==> src/rtl/dispdma_pkg.sv <==
package dispdma_pkg;
  localparam logic [2:0] ADR_CHAN    = 3'd0;
  localparam logic [2:0] ADR_AUX     = 3'd1;
  localparam logic [2:0] ADR_ELEM    = 3'd2;
  localparam logic [2:0] ADR_FRAME   = 3'd3;
  localparam logic [2:0] ADR_BASE_LO = 3'd4;

  localparam int CH_CLAIM   = 0;
  localparam int CH_EN      = 7;
  localparam int CH_AUTO    = 8;
  localparam int CH_RPT     = 9;
  localparam int CH_LOADREQ = 11;
  localparam int CH_IDX_LO  = 12;

  localparam int AX_IRQEN = 1;
  localparam int AX_STAT  = 3;
  localparam int AX_EXT   = 8;

  typedef struct packed {
    logic copySet;
  } ctlStrobe_t;
endpackage

==> src/rtl/dispdma_ctrl.sv <==
module dispdma_ctrl
  import dispdma_pkg::*;
#(
  parameter int DATA_W = 16,
  parameter int ADDR_W = 3
) (
  input  logic              clk,
  input  logic              rstN,
  input  logic              wrEn,
  input  logic [ADDR_W-1:0] wrAddr,
  input  logic [DATA_W-1:0] wrData,
  input  logic              blkDone,
  output ctlStrobe_t        strb,
  output logic [DATA_W-1:0] chanVal,
  output logic [DATA_W-1:0] auxVal,
  output logic              startPulse,
  output logic              busy,
  output logic              irq,
  output logic              dblIndex
);
  logic claim, enable, autoInit, rpt, loadReq;
  logic [1:0] idxMode;
  logic irqEn, status, extEn;
  logic run;
  logic chanWr, auxWr, runOk, doneEvt, restart, stopSelf, abortNow, startNow, copyNow;

  always_comb begin
    chanWr   = wrEn && (wrAddr == ADDR_W'(ADR_CHAN));
    auxWr    = wrEn && (wrAddr == ADDR_W'(ADR_AUX));
    runOk    = claim && enable && extEn;
    doneEvt  = run && runOk && blkDone;
    restart  = doneEvt && autoInit && rpt;
    stopSelf = doneEvt && !(autoInit && rpt);
    abortNow = run && !runOk;
    startNow = (!run && runOk) || restart;
    copyNow  = loadReq && (!run || restart);
  end

  always_ff @(posedge clk) begin
    if (!rstN) begin
      claim <= 1'b0; enable <= 1'b0; autoInit <= 1'b0; rpt <= 1'b0;
      loadReq <= 1'b0; idxMode <= 2'b00;
      irqEn <= 1'b0; status <= 1'b0; extEn <= 1'b0;
      run <= 1'b0; startPulse <= 1'b0;
    end else begin
      if (!run && runOk) run <= 1'b1;
      else if (abortNow || stopSelf) run <= 1'b0;
      startPulse <= startNow;
      if (chanWr) begin
        claim    <= wrData[CH_CLAIM];
        enable   <= wrData[CH_EN] & wrData[CH_CLAIM];
        autoInit <= wrData[CH_AUTO];
        rpt      <= wrData[CH_RPT];
        loadReq  <= wrData[CH_LOADREQ];
        idxMode  <= wrData[CH_IDX_LO +: 2];
      end else begin
        if (copyNow) loadReq <= 1'b0;
        if (stopSelf) enable <= 1'b0;
      end
      if (auxWr) begin
        irqEn <= wrData[AX_IRQEN];
        extEn <= wrData[AX_EXT];
      end
      if (doneEvt) status <= 1'b1;
      else if (auxWr && wrData[AX_STAT]) status <= 1'b0;
    end
  end

  always_comb begin
    chanVal = '0;
    chanVal[CH_CLAIM]         = claim;
    chanVal[CH_EN]            = enable;
    chanVal[CH_AUTO]          = autoInit;
    chanVal[CH_RPT]           = rpt;
    chanVal[CH_LOADREQ]       = loadReq;
    chanVal[CH_IDX_LO +: 2]   = idxMode;
    auxVal = '0;
    auxVal[AX_IRQEN] = irqEn;
    auxVal[AX_STAT]  = status;
    auxVal[AX_EXT]   = extEn;
  end

  assign strb.copySet = copyNow;
  assign busy         = run;
  assign irq          = status && irqEn;
  assign dblIndex     = &idxMode;

  AST_COPY_AT_BOUNDARY: assert property (@(posedge clk) disable iff (!rstN)
    strb.copySet |-> (!busy || blkDone));
  AST_START_NEEDS_CLAIM: assert property (@(posedge clk) disable iff (!rstN)
    startPulse |-> $past(claim && extEn));
  AST_DONE_SETS_STATUS: assert property (@(posedge clk) disable iff (!rstN)
    (busy && runOk && blkDone) |=> status);
  AST_SINGLE_SELF_CLEAR: assert property (@(posedge clk) disable iff (!rstN)
    (busy && runOk && blkDone && !(autoInit && rpt) && !chanWr) |=> (!enable && !busy));
  AST_IRQ_GATED: assert property (@(posedge clk) disable iff (!rstN)
    irq |-> irqEn);
endmodule

==> src/rtl/dispdma_regs.sv <==
module dispdma_regs
  import dispdma_pkg::*;
#(
  parameter int DATA_W = 16,
  parameter int ADDR_W = 3
) (
  input  logic                clk,
  input  logic                rstN,
  input  logic                wrEn,
  input  logic [ADDR_W-1:0]   wrAddr,
  input  logic [DATA_W-1:0]   wrData,
  input  ctlStrobe_t          strb,
  input  logic [DATA_W-1:0]   chanVal,
  input  logic [DATA_W-1:0]   auxVal,
  input  logic [ADDR_W-1:0]   rdAddr,
  output logic [DATA_W-1:0]   rdData,
  output logic [DATA_W-1:0]   actElem,
  output logic [DATA_W-1:0]   actFrame,
  output logic [2*DATA_W-1:0] actBase
);
  localparam int BASE_WORDS = 2;
  localparam int BASE_W     = BASE_WORDS * DATA_W;

  logic [DATA_W-1:0] progElem, progFrame;
  logic [BASE_W-1:0] progBase;

  always_ff @(posedge clk) begin
    if (!rstN) begin
      progElem  <= '0;
      progFrame <= '0;
    end else if (wrEn) begin
      if (wrAddr == ADDR_W'(ADR_ELEM))  progElem  <= wrData;
      if (wrAddr == ADDR_W'(ADR_FRAME)) progFrame <= wrData;
    end
  end

  for (genvar w = 0; w < BASE_WORDS; w++) begin : g_baseWord
    always_ff @(posedge clk) begin
      if (!rstN) progBase[w*DATA_W +: DATA_W] <= '0;
      else if (wrEn && wrAddr == ADDR_W'(ADR_BASE_LO + w))
        progBase[w*DATA_W +: DATA_W] <= wrData;
    end
  end

  always_ff @(posedge clk) begin
    if (!rstN) begin
      actElem  <= '0;
      actFrame <= '0;
      actBase  <= '0;
    end else if (strb.copySet) begin
      actElem  <= progElem;
      actFrame <= progFrame;
      actBase  <= progBase;
    end
  end

  always_comb begin
    rdData = '0;
    if (rdAddr == ADDR_W'(ADR_CHAN))       rdData = chanVal;
    else if (rdAddr == ADDR_W'(ADR_AUX))   rdData = auxVal;
    else if (rdAddr == ADDR_W'(ADR_ELEM))  rdData = progElem;
    else if (rdAddr == ADDR_W'(ADR_FRAME)) rdData = progFrame;
    else begin
      for (int w = 0; w < BASE_WORDS; w++)
        if (rdAddr == ADDR_W'(ADR_BASE_LO + w)) rdData = progBase[w*DATA_W +: DATA_W];
    end
  end

  AST_ACTIVE_HOLD: assert property (@(posedge clk) disable iff (!rstN)
    !strb.copySet |=> $stable({actElem, actFrame, actBase}));
endmodule

==> src/rtl/dispdma_chan.sv <==
module dispdma_chan
  import dispdma_pkg::*;
#(
  parameter int DATA_W = 16,
  parameter int ADDR_W = 3
) (
  input  logic                clk,
  input  logic                rstN,
  input  logic                wrEn,
  input  logic [ADDR_W-1:0]   wrAddr,
  input  logic [DATA_W-1:0]   wrData,
  input  logic [ADDR_W-1:0]   rdAddr,
  output logic [DATA_W-1:0]   rdData,
  input  logic                blkDone,
  output logic                startPulse,
  output logic                busy,
  output logic [DATA_W-1:0]   actElem,
  output logic [DATA_W-1:0]   actFrame,
  output logic [2*DATA_W-1:0] actBase,
  output logic                dblIndex,
  output logic                irq
);
  ctlStrobe_t        strb;
  logic [DATA_W-1:0] chanVal, auxVal;

  dispdma_ctrl #(.DATA_W(DATA_W), .ADDR_W(ADDR_W)) uCtrl (
    .clk(clk), .rstN(rstN), .wrEn(wrEn), .wrAddr(wrAddr), .wrData(wrData),
    .blkDone(blkDone), .strb(strb), .chanVal(chanVal), .auxVal(auxVal),
    .startPulse(startPulse), .busy(busy), .irq(irq), .dblIndex(dblIndex)
  );

  dispdma_regs #(.DATA_W(DATA_W), .ADDR_W(ADDR_W)) uRegs (
    .clk(clk), .rstN(rstN), .wrEn(wrEn), .wrAddr(wrAddr), .wrData(wrData),
    .strb(strb), .chanVal(chanVal), .auxVal(auxVal), .rdAddr(rdAddr),
    .rdData(rdData), .actElem(actElem), .actFrame(actFrame), .actBase(actBase)
  );
endmodule

==> config.mk <==
export PLATFORM = sky130hd
export DESIGN_NAME = dispdma_chan
export DESIGN_NICKNAME = d
export VERILOG_FILES = /design/src/rtl/dispdma_pkg.sv /design/src/rtl/dispdma_ctrl.sv /design/src/rtl/dispdma_regs.sv /design/src/rtl/dispdma_chan.sv
export SDC_FILE = /design/constraint.sdc
export NUM_CORES = 1
export LEC_CHECK = 0
export BUFFER_PORTS_ARGS = -buffer_cell sky130_fd_sc_hd__buf_2
export CORE_UTILIZATION = 45
export DETAILED_ROUTE_END_ITERATION = 7
export PLACE_DENSITY = 0.67
export SYNTH_ARGS = -nofsm -noshare
export SYNTH_HDL_FRONTEND = slang
export SYNTH_SLANG_ARGS = --single-unit
export TNS_END_PERCENT = 5
==> constraint.sdc <==
create_clock -name clk -period 1.5 [get_ports clk]
set_input_delay 0.075 -clock clk [delete_from_list [all_inputs] [get_ports clk]]
set_output_delay 0.075 -clock clk [all_outputs]
set_load 0.03 [all_outputs]
---- After elaboration in Yosys (flattened, before gate mapping) ----
Cells that the tools add are included.
W data, S select, Z words.
word-level totals
  register bits after elaboration ......... 140
  latch bits .............................. 0
  memory bits (writable) .................. 0
  bits in read-only memories .............. 0
  output and inout port bits .............. 84
  word-level logic and storage cells ...... 75
  memories ................................ 0
operators by class
  add/subtract/negate cells ............... 0
  $mul .................................... 0
  div/mod/pow operators ................... 0
  magnitude comparators ................... 0
  equality and inequality tests ........... 10
  shift-type cells ........................ 0
  mux-type cells .......................... 14
  bitwise logic cells ..................... 1
  reductions and logical operators ........ 32
operators by type and width
  operator              count
  $mux W16              6
  $logic_and A1 B1 Y1   17
  $eq A3 B2 Y1 const B  4
  $eq A3 B3 Y1 const B  4
  $mux W1               8
  $reduce_bool A2 Y1    4
  $eq A3 B1 Y1 const B  2
  $logic_not A3 Y1      2
  $reduce_and A2 Y1     3
  $logic_not A1 Y1      3
  $logic_or A1 B1 Y1    3
  $and A1 B1 Y1         1

---- Depth between registers and ports, before layout ----
Gate-level depths: netlist of run 1.
  depth in word-level cells ............... 10
  mapped depth ............................ 6
  mapped depth without buffers ............ 3

---- By module ----
Synthesis of run 1 repeated with hierarchy kept, for this count alone.
second synthesis, totals
  cell total of the unflattened synthesis .. 672
  area total of the unflattened synthesis .. 6,577.6 µm²
modules (own cells, without submodules)
  module        times used  cells each  area each (µm²)
  dispdma_regs  1           591         5,828.1
  dispdma_ctrl  1           81          749.5

---- Worst setup path after synthesis of run 1 ----
No wires, ideal clock.
  path type ............................... reg2reg
  start ................................... register uCtrl.run, in the netlist uCtrl.busy
  end ..................................... register uRegs.actBase[0]
  data arrival time ....................... 1.166 ns
  required time ........................... 1.382 ns
  slack ................................... 0.216 ns
  stages on the path, launching flop included .. 6
  buffers on the path ..................... 2
  path through ............................ dfxtp_1 -> inv_1 -> o2bb2ai_2 -> buf_12 -> buf_12 -> mux2i_1
on the way
  cells in the longest elaborated chain, start to end .. 6
RTL lines
  what                              line                text
  start: declaration                dispdma_ctrl.sv:24  logic run;
  start signal: assignment          dispdma_ctrl.sv:44  run <= 1'b0; startPulse <= 1'b0;
  start signal: assignment          dispdma_ctrl.sv:46  if (!run && runOk) run <= 1'b1;
  start signal: assignment          dispdma_ctrl.sv:47  else if (abortNow || stopSelf) run <= 1'b0;
  $logic_and A1 B1 Y1 (2 in a row)  dispdma_ctrl.sv:31  doneEvt = run && runOk && blkDone;
  $logic_and A1 B1 Y1 (2 in a row)  dispdma_ctrl.sv:32  restart = doneEvt && autoInit && rpt;
  $logic_or A1 B1 Y1 (*)            dispdma_ctrl.sv:36  copyNow = loadReq && (!run || restart);
  $logic_and A1 B1 Y1 (*)           dispdma_ctrl.sv:36
  end signal: assignment            dispdma_regs.sv:53  actBase <= progBase;
  end: declaration                  dispdma_regs.sv:19  output logic [2*DATA_W-1:0] actBase
Every way passes the cells marked *; elsewhere a longest branch is shown, timed or not.
A chain may end at the register's enable or synchronous reset.

---- Final worst setup path of run 1 ----
  start ................................... register uCtrl.autoInit
  end ..................................... output rdData[8]
on the way
  cells in the longest elaborated chain, start to end .. 1
RTL lines
  what                      line                text
  start: declaration        dispdma_ctrl.sv:21  logic claim, enable, autoInit, rpt, loadReq;
  start signal: assignment  dispdma_ctrl.sv:52  autoInit <= wrData[CH_AUTO];
  $mux W16                  dispdma_regs.sv:59  if (rdAddr == ADDR_W'(ADR_CHAN)) rdData = chanVal;
  end: declaration          dispdma_chan.sv:13  output logic [DATA_W-1:0] rdData,
No other way between the ends.

==> results of run 1 <==
==> critical path: stages (launching register included) <==
cell and delay (ns):
sky130_fd_sc_hd__dfxtp_2 0.33, sky130_fd_sc_hd__mux4_2 0.46, sky130_fd_sc_hd__inv_2 0.07, sky130_fd_sc_hd__o22ai_2 0.08, sky130_fd_sc_hd__buf_6 0.16
==> repair_timing <==
action / 4_1_cts / 5_1_grt
hold buffers: 17 / 0
resized for setup: 23 / 6
setup buffers: 3 / 0
pin swaps: 0 / 1
setup endpoints to repair: 9 / 17
hold endpoints to repair: 67 / 0
==> synth_stat cells (all sizes together) <==
cell type	n	area, um^2
and4b	2	20.0
nor2	2	7.51
o21ai	1	5.00
nand4bb	2	22.5
clkbuf	19	73.8
a21boi	65	488
nor4b	1	15.0
nor3b	1	7.51
o31ai	2	15.0
a22oi	2	15.0
o21a	1	7.51
a2bb2oi	6	52.6
and4bb	3	37.5
mux4	1	22.5
nor2b	9	56.3
o22ai	16	100
nand4b	2	17.5
nand2b	2	12.5
and2	3	18.8
o2bb2ai	1	15.0
dfxtp	140	2800
inv	2	7.51
nand2	259	972
nand3	2	10.0
mux2i	100	1000
nand4	3	25.0
mux2	2	22.5
buf	39	330
==> per-stage QoR <==
step | power [mW] | hold WS [ns] | setup TNS, ns | utilization, %
after floorplan | 4.19 | 0.207 | 0 | -
after global placement | 4.33 | 0.367 | 0 | 51.0
after detailed placement | 4.34 | 0.375 | 0 | 51.0
after CTS | 8.48 | 0.106 | -0.205 | 57.2
after global routing | 8.72 | 0.125 | -0.614 | 57.4
final | 8.43 | 0.115 | -0.204 | 57.4
==> kinds of logic (layout without fill, tap and decap cells) <==
kind of cell | Yosys count | after routing | share of synthesized area, %
flops | 140 | 140 | 45.3
buf+inv | 60 | 181 | 6.66
simple gates | 291 | 291 | 19.8
mux | 103 | 103 | 16.9
compound gates | 94 | 94 | 11.3
==> layout by cell type (no fill, tap or decap), drive strengths merged, types with 3 or more instances in the layout <==
cell type / instances
nand2: 259
dfxtp: 140
buf: 131
mux2i: 100
a21boi: 65
clkbuf: 24
dlygate4sd3: 17
o22ai: 16
nor2b: 9
a2bb2oi: 6
clkinv: 4
and2: 3
and4bb: 3
nand4: 3
==> worst paths after layout <==
check,startpoint,to,slack (ns)
setup / recovery,uCtrl.autoInit,rdData[8],-0.09
hold / removal,blkDone,uCtrl.busy,0.12
setup reg to reg,uCtrl.extEn,uRegs.actElem[14],0.09
hold reg to reg,uRegs.actFrame[11],uRegs.actFrame[11],0.45
==> flip-flops by register name (all words and copies together), names as in the netlist, 2 cells and up <==
| name | count |
|---|---|
| uRegs.progElem | 16 |
| uRegs.progFrame | 16 |
| uRegs.actFrame | 16 |
| uCtrl.idxMode | 2 |
| uRegs.actBase | 32 |
| uRegs.actElem | 16 |
| uRegs.progBase | 32 |
==> power by group <==
group / switching [mW] / internal (mW)
Sequential: 0.0355 / 3.76
Clock: 1.51 / 2.60
Combinational: 0.301 / 0.214
==> layer usage <==
metal | vias up | track usage [%] | routed length [um]
met1 | 2442 | 29.1 | 6910
met4 | 0 | 8.15 | 216
met5 | - | 0 | 0
met3 | 18 | 4.74 | 786
met2 | 128 | 37.1 | 7450
li1 | 2510 | - | -
==> area by class of cell <==
type	count	area, um^2	share of cell area, %
tap	176	220	2.89
sequential	140	2810	36.9
inverter	2	7.51	0.0984
clock buffer	24	492	6.44
clock inverter	7	87.6	1.15
multi-input combinational	488	3020	39.6
timing repair buffer	148	991	13.0
==> summary.md, run 1 <==
The flow ran to the end, but the final reports show violations. The final reports fail on negative setup slack. Sequential element share of the synthesized area: 45.3%. The final critical path takes up 106% of the cycle. The run gives 1.42 ns as the required time at the worst-slack endpoint.

The critical path is of the register to output port type. The tools report the via count as 5098. The run gives 0.42 ns as the insertion delay to the later sink of the worst-skew pair. The congestion estimate from routability-driven global placement came to 0.884.

The filler cells instantiated in the layout total 1184. The number of failing setup endpoints in the final timing report was 4; the maximum clock skew at final layout was 0.00818 ns. The post-synthesis average cell area works out to 8.98 um^2. Max-cap violations in this run came to 0. The kind of end point of the critical path was an output port. The logs give 934 for the total instance count after detailed placement and 6780 um^2 for the placed standard-cell area. The final worst slack was -0.0932 ns; the worst slew margin relative to its limit was 71.5%. Detailed placement ended at an HPWL of 10.7 mm.

The worst hold path belongs to the class input port to register. The count of H-tree levels built during CTS was 4; the detail-routed via count per cell was 5.18. The run gives 0 as the final number of max-transition violations.

The run gives 0 as the post-detailed-route count of antenna-violating nets. The ratio of cells with drive above 1 in the final layout came out at 22.6%. The logs give 0 for the number of antenna violations at the first check in global routing and 985 for the non-filler instance count after layout. The count of endpoints failing hold in the final timing report came out at 0. The mapped netlist covers 6180 um^2.

The tools report the count of inserted antenna diode cells as 0. The tools report the type of element launching the critical path as a register. The number of global-route vias before repair is 4808, and the clock-pin transition on the worst setup and hold timing paths is 0.06 ns. The depth of the worst hold-timing path is 4.

For the overall die area, the log shows 14200 um^2. The first global-routing pass estimated 24.8 mm of wire. Wires add up to 15.4 mm. The fmax was 628 MHz. The static leakage power was 2.91 nW. Of all nets on the critical path, the largest fanout is 4.

Compared with the post-synthesis result, the final layout area differs by 23.5%. During synthesis, Yosys emitted a total of 0 warnings. TritonCTS built the clock tree. At the pin with the least slew margin, the transition time is 0.427 ns. The pre-CTS setup slack was 0.0896 ns; the number of optimization iterations in the first detailed-route pass was 6. The starting density of the core was 46.5%. The number of register bits inferred by synthesis is 140. In this run the horizontal extent of the chip is 119 um. For the finished layout, the period the worst path requires is 1.59 ns.

The run gives 2 as the worst-case clock buffer depth. For the post-layout net count, the log shows 823. The total congestion overflow is 0.

In this run the power density over the cells is 1100 nW/um^2. The number of standard cells after synthesis is 688. In this run the standard cell core region covers 13300 um^2. The number of clock buffers added by TritonCTS is 17. The worst-case IR drop observed on VDD is 0.715 mV.

The finished cells cover 7630 um^2. Setup repair after global routing could not meet its margin everywhere. The row count was 42; the all-layer global routing usage was 22.6%. Entering global routing, the biggest net connects 95 pins. Dividing the detail-routed wire length by the instance count gives 15.6 um.

The CTS sink count came out at 140. In this run the vertical extent of the chip is 119 um. Synthesis instantiated 36 different standard cells from the library. Clock tree synthesis selected as its root buffer the cell sky130_fd_sc_hd__clkbuf_16. The number of violations reported at the end of detailed-routing iteration 0 is 252. For the number of I/O pins, the log shows 110. The synthesized net count came out at 714. The number of cells on the worst reg-to-reg path is 5.

The signal arrival time at the worst endpoint is 1.52 ns. For this run, design rule violations remaining after detail routing come to 0. Buffers placed on the I/O ports in this run total 109.
No activity file was read; power rests on OpenSTA's default activity.
==> inputs of run 2 (changes only) <==
--- a/config.mk
+++ b/config.mk
@@ -6,9 +6,11 @@
 export NUM_CORES = 1
 export LEC_CHECK = 0
 export BUFFER_PORTS_ARGS = -buffer_cell sky130_fd_sc_hd__buf_2
+export CORE_ASPECT_RATIO = 0.75
 export CORE_UTILIZATION = 45
 export DETAILED_ROUTE_END_ITERATION = 7
 export PLACE_DENSITY = 0.67
+export RECOVER_POWER = 100
 export SYNTH_ARGS = -nofsm -noshare
 export SYNTH_HDL_FRONTEND = slang
 export SYNTH_SLANG_ARGS = --single-unit
==> summary.md, run 2 (same netlist as run 1, synthesis figures left out) <==
For the static leakage power, the log shows 2.56 nW (-12%). The tools report the count of endpoints failing hold in the final timing report as 0 (unchanged). The number of violations reported at the end of detailed-routing iteration 0 was 285 (+13%). The tools report the insertion delay to the later sink of the worst-skew pair as 0.42 ns (about the same). The final routed DRC violation total came out at 0 (unchanged). The clock-pin transition on the worst setup and hold timing paths came out at 0.06 ns (about the same). The destination of the critical timing path was rdData[8]. Share of the cycle needed by the critical path after routing: 108% (+1.9 points). The vertical die dimension was 103 um (-13%).

The post-detailed-route wirelength per cell was 16.0 um (+2.7%); the ratio of cells with drive above 1 in the final layout was 14.0% (-8.6 points). The x dimension of the die was 137 um (+15%); the non-filler instance count after layout was 983 (-0.20%). The number of optimization iterations in the first detailed-route pass is 5 (-1). The final number of max-transition violations was 0 (unchanged).

The count of inserted antenna diode cells is 0 (unchanged), and the HPWL after detailed placement is 11.0 mm (+2.9%). The run finished, with violations left. Leaving out fill and tap cells, the most frequent cell in the layout is sky130_fd_sc_hd__nand2_1. The logs give 1.55 ns (+0.03 ns) for the signal arrival time at the worst endpoint and 24.7 mm (-0.39%) for the global-route wire length before repair.

In this run the critical register-to-register path is launched from uCtrl.extEn. Setup repair after global routing could not meet its margin everywhere. The logs give 17 (unchanged) for the total clock buffers created by CTS and 1219 (+3.0%) for the count of fill cells added during filler insertion. Type of element launching the critical path: a register.

The minimum hold slack was 0.116 ns (+0.000905 ns); the pin count of the biggest net entering global routing was 52 (-45%). The summed area of non-filler cells in the final layout is 7530 um^2 (-1.4%), and the final estimated routing congestion in global placement is 0.900 (+1.8%). The synthesis-to-layout area growth is 21.8%.

The tools report the maximum clock skew at final layout as 0.00695 ns (-0.00123 ns). The worst-path maximum fanout is 2 (-2), and the slew at the pin closest to its max-slew limit is 0.858 ns (+0.431 ns). The length in cells of the worst reg-to-reg path is 5 (unchanged).

The number of global-route vias before repair is 4891 (+1.7%), and the placed standard-cell area is 6780 um^2 (+0.13%). The overall power of the completed layout was 8.44 mW (+0.17%). The tightest min-delay check is of the input port to register type. Required time at the worst-slack endpoint: 1.42 ns (about the same). The run gives 0 (unchanged) as the number of antenna violations at the first check in global routing. The worst supply voltage drop on vdd was 1.02 mV (+42%). The final critical path time including I/O delays and setup came out at 1.62 ns (+0.0292 ns). Leaving out fill and tap cells, the most frequent cells in the layout are sky130_fd_sc_hd__nand2_1, sky130_fd_sc_hd__dfxtp_1, sky130_fd_sc_hd__mux2i_1, sky130_fd_sc_hd__clkbuf_1, sky130_fd_sc_hd__a21boi_0. The worst slew margin relative to its limit was 42.8% (-29 points). The kind of end point of the critical path was an output port. The logs give 15.7 mm (+2.5%) for the final wirelength and 616 MHz (-1.8%) for the fmax. The count of H-tree levels built during CTS is 4 (unchanged). The endpoint identified for the worst register-to-register timing path is uRegs.actElem[4].

The starting density of the core is 46.8% (+0.34 points). The final worst slack came out at -0.122 ns (-0.0292 ns). The final standard cell utilization of the core was 57.0% (-0.37 points); the number of max-cap violations was 0 (unchanged).

The run gives 5186 (+1.7%) as the via count. The row count is 36 (-14%), and the total instance count after detailed placement is 931 (-0.32%). The power density over cell area was 1120 nW/um^2 (+1.6%). The all-layer global routing usage is 23.0% (+0.44 points).

The placeable core region was 13200 um^2 (-0.73%); the CTS sink count was 140 (unchanged). The number of port buffers came out at 109 (unchanged). TritonCTS built the clock tree. The checks that failed: negative setup slack.

The number of I/O pins is 110 (unchanged), and the reg2reg setup slack is -0.01 ns (-0.10 ns). The tools report the critical path launch point as uRegs.progFrame[8]. The logs give 825 (+0.24%) for the post-layout net count and 13 (+9) for the number of failing setup endpoints in the final timing report.

The largest registers in the layout are uRegs.actBase x32, uRegs.progBase x32. Total congestion overflow: 0 (unchanged). For the worst-case clock buffer depth, the log shows 2 (unchanged). The overall die area was 14200 um^2 (about the same). The critical path in this run is classified as register to output port. The detail-routed via count per cell was 5.28 (+1.9%).

CTS placed an instance of sky130_fd_sc_hd__clkbuf_16 at the clock tree root. The tools report the post-detailed-route count of antenna-violating nets as 0 (unchanged).
==> run 2: changes by cell type in the layout (fill, tap and decap cells not counted), moves of 34 or more <==
cell                       delta
sky130_fd_sc_hd__clkbuf_1    +74
sky130_fd_sc_hd__buf_2       -73
sky130_fd_sc_hd__a21boi_1    -34
sky130_fd_sc_hd__a21boi_0    +34
==> run 2: area by class of cell <==
| type | count | area (um^2) | area share [%] |
|---|---|---|---|
| Clock buffer | 21 | 470 | 6.25 |
| Clock inverter | 11 | 116 | 1.55 |
| Inverter | 2 | 7.51 | 0.0998 |
| Multi-Input combinational cell | 488 | 3010 | 40.0 |
| Sequential cell | 140 | 2820 | 37.4 |
| Tap cell | 171 | 214 | 2.84 |
| Timing Repair Buffer | 150 | 892 | 11.9 |
==> run 2: timing repair <==
| action | CTS | global route |
|---|---|---|
| gates resized for setup | 25 | 8 |
| endpoints found under the hold margin | 65 | 0 |
| pin swaps | 0 | 1 |
| hold buffers | 16 | 0 |
| setup endpoints to repair | 9 | 29 |
| setup buffers | 4 | 0 |
==> run 2: worst min-delay path by stage <==
stage | slack [ns] | startpoint | cells past startpoint | endpoint
finish | 0.12 | rstN | 2 | uRegs.progElem[8]
CTS | 0.11 | rstN | 3 | uCtrl.loadReq
floorplan | 0.21 | wrData[11] | 2 | uCtrl.loadReq
detailed placement | 0.38 | wrData[15] | 3 | uRegs.progBase[31]
global route | 0.13 | rstN | 2 | uRegs.progBase[13]
global placement | 0.37 | wrData[15] | 3 | uRegs.progElem[15]
==> run 2: power breakdown <==
part           switching (mW)  leakage, nW  internal, mW
clock                    1.56        0.285          2.57
sequential             0.0352         1.14          3.76
combinational           0.307         1.14         0.209
==> run 2: metrics by stage <==
| stage | setup WS, ns | TNS, ns |
|---|---|---|
| after floorplan | 0.216 | 0 |
| after global placement | 0.138 | 0 |
| after CTS | -0.118 | -0.291 |
| after detailed placement | 0.0857 | 0 |
| final | -0.122 | -0.241 |
| after global routing | -0.157 | -5.47 |
==> run 2: layer usage <==
metal | routed length, um | share of wire [%] | vias to the layer above | global-route usage, %
li1 | - | - | 2520 | -
met1 | 7170 | 46 | 2487 | 29.8
met2 | 7510 | 48 | 164 | 38.2
met3 | 919 | 5.8 | 15 | 5.41
met4 | 151 | 0.96 | 0 | 7.10
met5 | 0 | 0 | - | 0
==> run 2: worst max-delay path, stage by stage, from the launching register on <==
cell and delay (ns):
sky130_fd_sc_hd__dfxtp_2 0.32, sky130_fd_sc_hd__mux4_2 0.48, sky130_fd_sc_hd__inv_2 0.09, sky130_fd_sc_hd__o22ai_4 0.08, sky130_fd_sc_hd__buf_6 0.16
